<file path="src/rtl/loop3_pkg.sv">
// Shared widths, descriptor field positions (LSB0) and types for the
// three-axis loop index generator. Assumes a 32-bit descriptor.
package loop3_pkg;
    localparam int NAX      = 3;
    localparam int SZ_W     = 6;
    localparam int LIM_W    = SZ_W + 1;
    localparam int OFS_W    = 4;
    localparam int IDX_W    = 8;
    localparam int AXID_W   = 2;
    localparam int DESC_W   = 32;
    localparam int MODE_W   = 2;
    localparam int XSZ_LO   = 26;
    localparam int YSZ_LO   = 20;
    localparam int ZSZ_LO   = 14;
    localparam int SKIP_TRI = 10;
    localparam int OFS_LO   = 4;
    localparam int MODE_LO  = 2;
    localparam logic [MODE_W-1:0] MODE_COLLAPSE = 2'b11;

    typedef logic [LIM_W-1:0]  lim_t;
    typedef logic [SZ_W-1:0]   pos_t;
    typedef logic [AXID_W-1:0] axid_t;
endpackage

</file>
<file path="src/rtl/loop3_decode.sv">
// Combinational descriptor decode: effective per-axis limits, offset,
// collapse and triangle markers. Assumes sizes are stored minus one.
module loop3_decode
    import loop3_pkg::*;
(
    input  logic [DESC_W-1:0]   desc_i,
    input  logic                indexed_i,
    output lim_t [NAX-1:0]      lim_o,
    output logic [OFS_W-1:0]    ofs_o,
    output logic                collapse_o,
    output logic                tri_o
);
    logic [SZ_W-1:0]   xf, yf, zf;
    logic [MODE_W-1:0] mode;
    logic              unused_bits;

    assign xf   = desc_i[XSZ_LO +: SZ_W];
    assign yf   = desc_i[YSZ_LO +: SZ_W];
    assign zf   = desc_i[ZSZ_LO +: SZ_W];
    assign mode = desc_i[MODE_LO +: MODE_W];
    assign unused_bits = ^{desc_i[13:11], desc_i[9:8], desc_i[1:0]};

    // Pick limits per mode; collapse drops the third dimension.
    always_comb begin
        collapse_o = (mode == MODE_COLLAPSE);
        tri_o      = collapse_o & desc_i[SKIP_TRI];
        ofs_o      = desc_i[OFS_LO +: OFS_W];
        if (collapse_o) begin
            lim_o[0] = LIM_W'(1);
            lim_o[1] = LIM_W'(xf) + LIM_W'(1);
            lim_o[2] = LIM_W'(yf) + LIM_W'(1);
        end else begin
            lim_o[0] = LIM_W'(xf) + LIM_W'(1);
            lim_o[1] = LIM_W'(yf) + LIM_W'(1);
            lim_o[2] = indexed_i ? LIM_W'(1) : LIM_W'(zf) + LIM_W'(1);
        end
    end
endmodule

</file>
<file path="src/rtl/loop3_axis.sv">
// One axis counter. Captures its limit and direction on load and jumps to
// its start value; on advance it steps by one or wraps to the start.
// Assumes the loaded limit is between 1 and 2**SZ_W.
module loop3_axis
    import loop3_pkg::*;
(
    input  logic clk,
    input  logic rst_n,
    input  logic ld_i,
    input  lim_t ld_lim_i,
    input  logic ld_inv_i,
    input  logic adv_i,
    output pos_t pos_o,
    output lim_t lim_o,
    output logic last_o
);
    pos_t pos_q;
    lim_t lim_q;
    logic inv_q;
    pos_t start;

    assign start  = inv_q ? SZ_W'(lim_q - LIM_W'(1)) : '0;
    assign last_o = inv_q ? (pos_q == '0) : ({1'b0, pos_q} == lim_q - LIM_W'(1));
    assign pos_o  = pos_q;
    assign lim_o  = lim_q;

    // Position, limit and direction registers.
    always_ff @(posedge clk) begin
        if (!rst_n) begin
            pos_q <= '0;
            lim_q <= LIM_W'(1);
            inv_q <= 1'b0;
        end else if (ld_i) begin
            lim_q <= ld_lim_i;
            inv_q <= ld_inv_i;
            pos_q <= ld_inv_i ? SZ_W'(ld_lim_i - LIM_W'(1)) : '0;
        end else if (adv_i) begin
            if (last_o)     pos_q <= start;
            else if (inv_q) pos_q <= pos_q - SZ_W'(1);
            else            pos_q <= pos_q + SZ_W'(1);
        end
    end


    pos_range_chk: assert property (@(posedge clk) disable iff (!rst_n)
        {1'b0, pos_q} < lim_q);

    axis_hold_chk: assert property (@(posedge clk) disable iff (!rst_n)
        (!ld_i && !adv_i) |=> $stable(pos_q));
endmodule

</file>
<file path="src/rtl/loop3_order.sv">
// Nesting-order control. Validates and stores the order at load (falling
// back to x-inner, z-outer when an id repeats or is out of range) and
// ripples the step carry from the innermost to the outermost axis.
module loop3_order
    import loop3_pkg::*;
(
    input  logic                    clk,
    input  logic                    rst_n,
    input  logic                    ld_i,
    input  logic [NAX*AXID_W-1:0]   ord_i,
    input  logic                    step_i,
    input  logic [NAX-1:0]          last_i,
    output logic [NAX-1:0]          adv_o
);
    axid_t ax_at_q [NAX];
    axid_t ax_at_d [NAX];
    logic  ord_ok;

    // Check the requested permutation for range and uniqueness.
    always_comb begin
        ord_ok = 1'b1;
        for (int r = 0; r < NAX; r++) begin
            if (int'(ord_i[r*AXID_W +: AXID_W]) >= NAX) ord_ok = 1'b0;
            for (int s = r + 1; s < NAX; s++)
                if (ord_i[r*AXID_W +: AXID_W] == ord_i[s*AXID_W +: AXID_W])
                    ord_ok = 1'b0;
        end
        for (int r = 0; r < NAX; r++)
            ax_at_d[r] = ord_ok ? ord_i[r*AXID_W +: AXID_W] : axid_t'(r);
    end

    // Hold the resolved order (rank -> axis id).
    always_ff @(posedge clk) begin
        if (!rst_n) begin
            for (int r = 0; r < NAX; r++) ax_at_q[r] <= axid_t'(r);
        end else if (ld_i) begin
            for (int r = 0; r < NAX; r++) ax_at_q[r] <= ax_at_d[r];
        end
    end

    // Carry ripple: each rank advances when all inner ranks are last.
    always_comb begin
        logic carry;
        carry = step_i;
        adv_o = '0;
        for (int r = 0; r < NAX; r++) begin
            adv_o[ax_at_q[r]] = carry;
            carry = carry & last_i[ax_at_q[r]];
        end
    end
endmodule

</file>
<file path="src/rtl/loop3_index_gen.sv">
// Top of the three-axis loop index generator. Captures the descriptor on
// load, runs one counter per axis under the loaded nesting order and forms
// the linear index with offset. Assumes a single consumer on the handshake.
module loop3_index_gen
    import loop3_pkg::*;
(
    input  logic                  clk,
    input  logic                  rst_n,
    input  logic                  load_i,
    input  logic [DESC_W-1:0]     shape_i,
    input  logic [NAX*AXID_W-1:0] order_i,
    input  logic [NAX-1:0]        inv_i,
    input  logic                  indexed_i,
    input  logic                  idx_ready_i,
    output logic                  idx_valid_o,
    output logic [IDX_W-1:0]      idx_o,
    output logic [NAX-1:0]        end_o
);
    localparam int WIDE_W = 2 * LIM_W + SZ_W + 2;

    lim_t [NAX-1:0]   dec_lim;
    logic [OFS_W-1:0] dec_ofs;
    logic             dec_coll, dec_tri;
    logic [OFS_W-1:0] ofs_q;
    logic             coll_q, tri_q, loaded_q;
    logic             step;
    logic [NAX-1:0]   adv, last;
    pos_t [NAX-1:0]   pos;
    lim_t [NAX-1:0]   lim;
    logic [WIDE_W-1:0] idx_wide;

    loop3_decode u_dec (
        .desc_i(shape_i), .indexed_i(indexed_i), .lim_o(dec_lim),
        .ofs_o(dec_ofs), .collapse_o(dec_coll), .tri_o(dec_tri)
    );

    assign step = loaded_q & idx_ready_i & ~load_i;

    loop3_order u_ord (
        .clk(clk), .rst_n(rst_n), .ld_i(load_i), .ord_i(order_i),
        .step_i(step), .last_i(last), .adv_o(adv)
    );

    for (genvar a = 0; a < NAX; a++) begin : g_axis
        loop3_axis u_axis (
            .clk(clk), .rst_n(rst_n), .ld_i(load_i), .ld_lim_i(dec_lim[a]),
            .ld_inv_i(inv_i[a]), .adv_i(adv[a]), .pos_o(pos[a]),
            .lim_o(lim[a]), .last_o(last[a])
        );
        // Mask end flags of unit axes in triangle mode.
        assign end_o[a] = last[a] & ~(tri_q && lim[a] == LIM_W'(1));
    end

    // Mode markers, offset and load status.
    always_ff @(posedge clk) begin
        if (!rst_n) begin
            ofs_q    <= '0;
            coll_q   <= 1'b0;
            tri_q    <= 1'b0;
            loaded_q <= 1'b0;
        end else if (load_i) begin
            ofs_q    <= dec_ofs;
            coll_q   <= dec_coll;
            tri_q    <= dec_tri;
            loaded_q <= 1'b1;
        end
    end

    // Linear index from positions, limits and offset, truncated.
    always_comb begin
        idx_wide = WIDE_W'(pos[0])
                 + WIDE_W'(pos[1]) * WIDE_W'(lim[0])
                 + WIDE_W'(pos[2]) * WIDE_W'(lim[0]) * WIDE_W'(lim[1])
                 + WIDE_W'(ofs_q);
        idx_o = idx_wide[IDX_W-1:0];
    end

    assign idx_valid_o = loaded_q;


    collapse_xfix_chk: assert property (@(posedge clk) disable iff (!rst_n)
        coll_q |-> (pos[0] == '0));

    tri_xflag_chk: assert property (@(posedge clk) disable iff (!rst_n)
        tri_q |-> !end_o[0]);

    load_valid_chk: assert property (@(posedge clk) disable iff (!rst_n)
        load_i |=> idx_valid_o);
endmodule

</file>
<file path="config.mk">
export PLATFORM = sky130hd
export DESIGN_NAME = loop3_index_gen
export DESIGN_NICKNAME = d
export VERILOG_FILES = /design/src/rtl/loop3_pkg.sv /design/src/rtl/loop3_decode.sv /design/src/rtl/loop3_axis.sv /design/src/rtl/loop3_order.sv /design/src/rtl/loop3_index_gen.sv
export SDC_FILE = /design/constraint.sdc
export NUM_CORES = 1
export LEC_CHECK = 0
export CAP_MARGIN = 30
export CORE_UTILIZATION = 35
export CTS_CLUSTER_SIZE = 10
export DETAILED_ROUTE_END_ITERATION = 7
export DONT_BUFFER_PORTS = 1
export PLACE_DENSITY = 0.46
export SYNTH_ARGS = -nofsm -noshare
export SYNTH_HDL_FRONTEND = slang
export SYNTH_SLANG_ARGS = --single-unit
export TNS_END_PERCENT = 100
</file>
<file path="constraint.sdc">
create_clock -name clk -period 13.4 [get_ports clk]
set_input_delay 2.01 -clock clk [delete_from_list [all_inputs] [get_ports clk]]
set_output_delay 2.01 -clock clk [all_outputs]
set_load 0.01 [all_outputs]
</file>
==> flow_summary_export.csv <==
group,metric,value,unit
logic_synthesis,ys_top_cells_by_count,"nand2_1 (102), inv_1 (96), xnor2_1 (67)",
logic_synthesis,synth_seq_cells,54,
global_routing,grt_antenna_before_repair,0,
finish,nets,1038,
global_routing,grt_pass1_wl,33100,um
logic_synthesis,synth_ff_type,"dfxtp_1",
sta,drv_slew,0,
floorplan,fp-row-count,53,
logic_synthesis,syn-cell-area,7550,um2
global_routing,grt_util_all_layers,0.193,
clock_network,cts-root-buf,"clkbuf_16",
placed_design,routabilityCongestion,0.805,
global_routing,overflow,0,
logic_synthesis,synth_nets,1076,
power_and_ir_drop,swShare,0.420,
floorplan,io_pins,58,
outcome,outcome,"finished, final reports clean",
logic_synthesis,synth.most_common_cell,"nand2_1",
logic_synthesis,synth.largest_area_cell,"fa_1",
sta,setup_viol,0,
logic_synthesis,synth_xor_area_frac,0.128,
placed_design,hpwlAfterDp,15900,um
power_and_ir_drop,combPwrFrac,0.477,
finish,num_antenna_cells,0,
critical_path,required,11.39,ns
power_and_ir_drop,power.density,82.3,nW/um2
clock_network,post-cts-setup-buffers,0,
critical_path,regToRegSetupSlack,9.73,ns
clock_network,clock-sinks,54,
logic_synthesis,synth_top_area_frac,0.154,
sta,hold_violations,0,
global_routing,grt_pass1_vias,5918,
logic_synthesis,yosysUniqueCellTypes,73,
sta,tns,0,ns
logic_synthesis,synth_compound_area_frac,0.144,
power_and_ir_drop,leakagePower,3.28,nW
placed_design,port_buffers,0,
clock_network,numCtsBuffers,5,
clock_network,ctsHoldBuffers,0,
critical_path,worstSetupPathType,"reg -> out",
sta,rsz0062_at_grt,"no",
clock_network,clk_latency,0.30,ns
logic_synthesis,synth_top_family_by_area,"adder cells",
detailed_routing,drt_wl_total,20400,um
clock_network,cts.htree.levels,2,
detailed_routing,drt_drc_violations_left,0,
critical_path,worst-path-max-fanout,13,
detailed_routing,firstDrtPassIters,5,
sta,fin_skew,0.00874,ns
floorplan,die_area,22200,um2
clock_network,cts_tree,"built",
logic_synthesis,async_flop_share,0,
detailed_routing,viasPerCell,5.16,
sta,whs,0.503,ns
detailed_routing,vias,5924,
logic_synthesis,synth-simple-area-share,0.217,
critical_path,startpoint_type,"flip-flop",
clock_network,clockBufferDepth,2,
floorplan,fp.dieW,149,um
logic_synthesis,synth-seq-area-share,0.151,
global_routing,grt_max_degree,71,
floorplan,design.core.area,21100,um2
detailed_routing,drt_iter0_drc,239,
logic_synthesis,netlist_instances,910,
power_and_ir_drop,vdd_ir_drop_max,0.0436,mV
finish,syn_to_final_growth,4.21,%
power_and_ir_drop,p_int,0.376,mW
hold_path,hold_class,"reg -> reg",
sta,fmax,102,MHz
logic_synthesis,synth_fa_ha_area_frac,0.257,
power_and_ir_drop,power_frac_seq,0.319,
sta,worst_pin_slew,0.753,ns
floorplan,start_util,0.358,
clock_network,clk_pin_slew,0.08,ns
sta,layout_min_cycle_time,9.81,ns
floorplan,die_y,149,um
detailed_routing,ant_nets,0,
sta,slew_headroom,0.492,
flow_run,maxCapViolCount,0,
logic_synthesis,synth_edf_count,6,
clock_network,ctsResizeCount,0,
critical_path,cp-end-kind,"primary output",
critical_path,worst-endpoint-arrival,7.80,ns
logic_synthesis,synth_mux_area_frac,0.0278,
logic_synthesis,synth.top_cells.by_area,"fa_1 (15%), dfxtp_1 (13%), ha_1 (10%)",
power_and_ir_drop,clockPowerShare,0.204,
logic_synthesis,syn_avg_cell_area,8.30,um2
logic_synthesis,yosysWarnings,0,
finish,drive_gt1_frac,0.0573,
power_and_ir_drop,switching_power,0.272,mW
detailed_routing,post_drt_wl_per_cell,17.8,um
sta,fin_crit_sh,0.732,
==> final timing paths <==
kind                                                  end  cells after the start                      start
worst max-delay path                             idx_o[7]                     21  g_axis[0].u_axis.lim_o[1]
worst min-delay path                             ofs_q[2]                      2                   ofs_q[2]
worst max register to register  g_axis[2].u_axis.pos_o[2]                     11  g_axis[0].u_axis.lim_o[1]
worst min register to register                   ofs_q[2]                      2                   ofs_q[2]
==> routing by layer <==
layer / GRT usage / wire (um) / up-vias
met5: 0 / 0 / -
met4: 0.0311 / 128 / 0
met3: 0.0165 / 612 / 10
met2: 0.316 / 9350 / 93
met1: 0.279 / 10300 / 2833
li1: - / - / 2988
==> state kept, by name, indices dropped and copies added, names as in the netlist <==
signal               flops
tri_q                    1
ofs_q                    4
u_ord.ax_at_q            6
idx_valid_o              1
g_axis.u_axis.lim_o     21
g_axis.u_axis.inv_q      3
g_axis.u_axis.pos_o     18
==> critical path, cell delays in order (launching register included) <==
cell	delay, ns
dfxtp_1	0.79
nand2_1	0.16
fa_1	0.52
fa_1	0.52
fa_1	0.54
inv_1	0.04
ha_1	0.32
xor2_1	0.38
nand2_1	0.12
fa_1	0.47
fa_1	0.51
fa_1	0.53
fa_1	0.44
fa_1	0.54
inv_1	0.05
fa_1	0.43
xor2_1	0.16
xnor2_1	0.20
xnor2_1	0.16
xnor2_1	0.18
xnor2_1	0.20
xnor2_1	0.21
==> layout make-up <==
cell class / count / area [um2]
Clock inverter: 2 / 13.8
Multi-Input combinational cell: 710 / 5840
Sequential cell: 54 / 1140
Fill cell: 2237 / 13200
Tap cell: 275 / 344
Timing Repair Buffer: 5 / 37.5
Clock buffer: 6 / 129
Inverter: 96 / 360
==> stage by stage <==
stage          setup WS [ns]  instance area (um2)   util  power, mW  cells
3_5_place_dp            3.81                 7720  0.366      0.524   1140
4_1_cts                 3.47                 7870  0.373      0.659   1148
2_1_floorplan           4.32                 7550      -      0.455    910
6_report                3.59                 7870  0.373      0.647   1148
5_1_grt                 3.20                 7870  0.373      0.708   1148
3_3_place_gp            3.74                 7720  0.366      0.524   1140
==> power groups by stage <==
stage	combinational [mW]	sequential (mW)	clock, mW
finish	0.309	0.206	0.132
global route	0.357	0.209	0.142
CTS	0.316	0.206	0.136
detailed placement	0.314	0.210	0
global placement	0.314	0.210	0
floorplan	0.266	0.189	0
==> logic make-up (layout without fill, tap and decap cells) <==
logic type,after synthesis,after routing
xor gates and xnor gates,106,106
DFF,54,54
muxes,21,21
buffers and inverters,146,109
and+or+nand+nor,315,315
adders and majority gates,120,120
AOI/OAI and AO/OA,148,148
==> cells in the final DEF (no fill, tap or decap), types with 6 or more instances in the layout <==
cell	Yosys	routed
a211oi_2	6	6
nand2b_1	6	6
nor2_1	53	53
nor3_1	22	22
xnor2_1	67	67
xor2_1	36	36
and2_1	36	36
inv_1	96	96
nor2b_1	7	7
ha_1	62	62
nor4_1	7	7
edfxtp_1	6	6
a21oi_1	40	40
a211oi_1	10	10
a21o_1	12	12
and3_1	7	7
nand3_1	25	25
nor3_2	7	7
mux2i_1	21	21
or3_1	7	7
fa_1	58	58
dfxtp_1	48	48
o21ai_0	16	16
a31oi_1	11	11
nand2_1	102	102
Power figures use the tool's default switching activity.
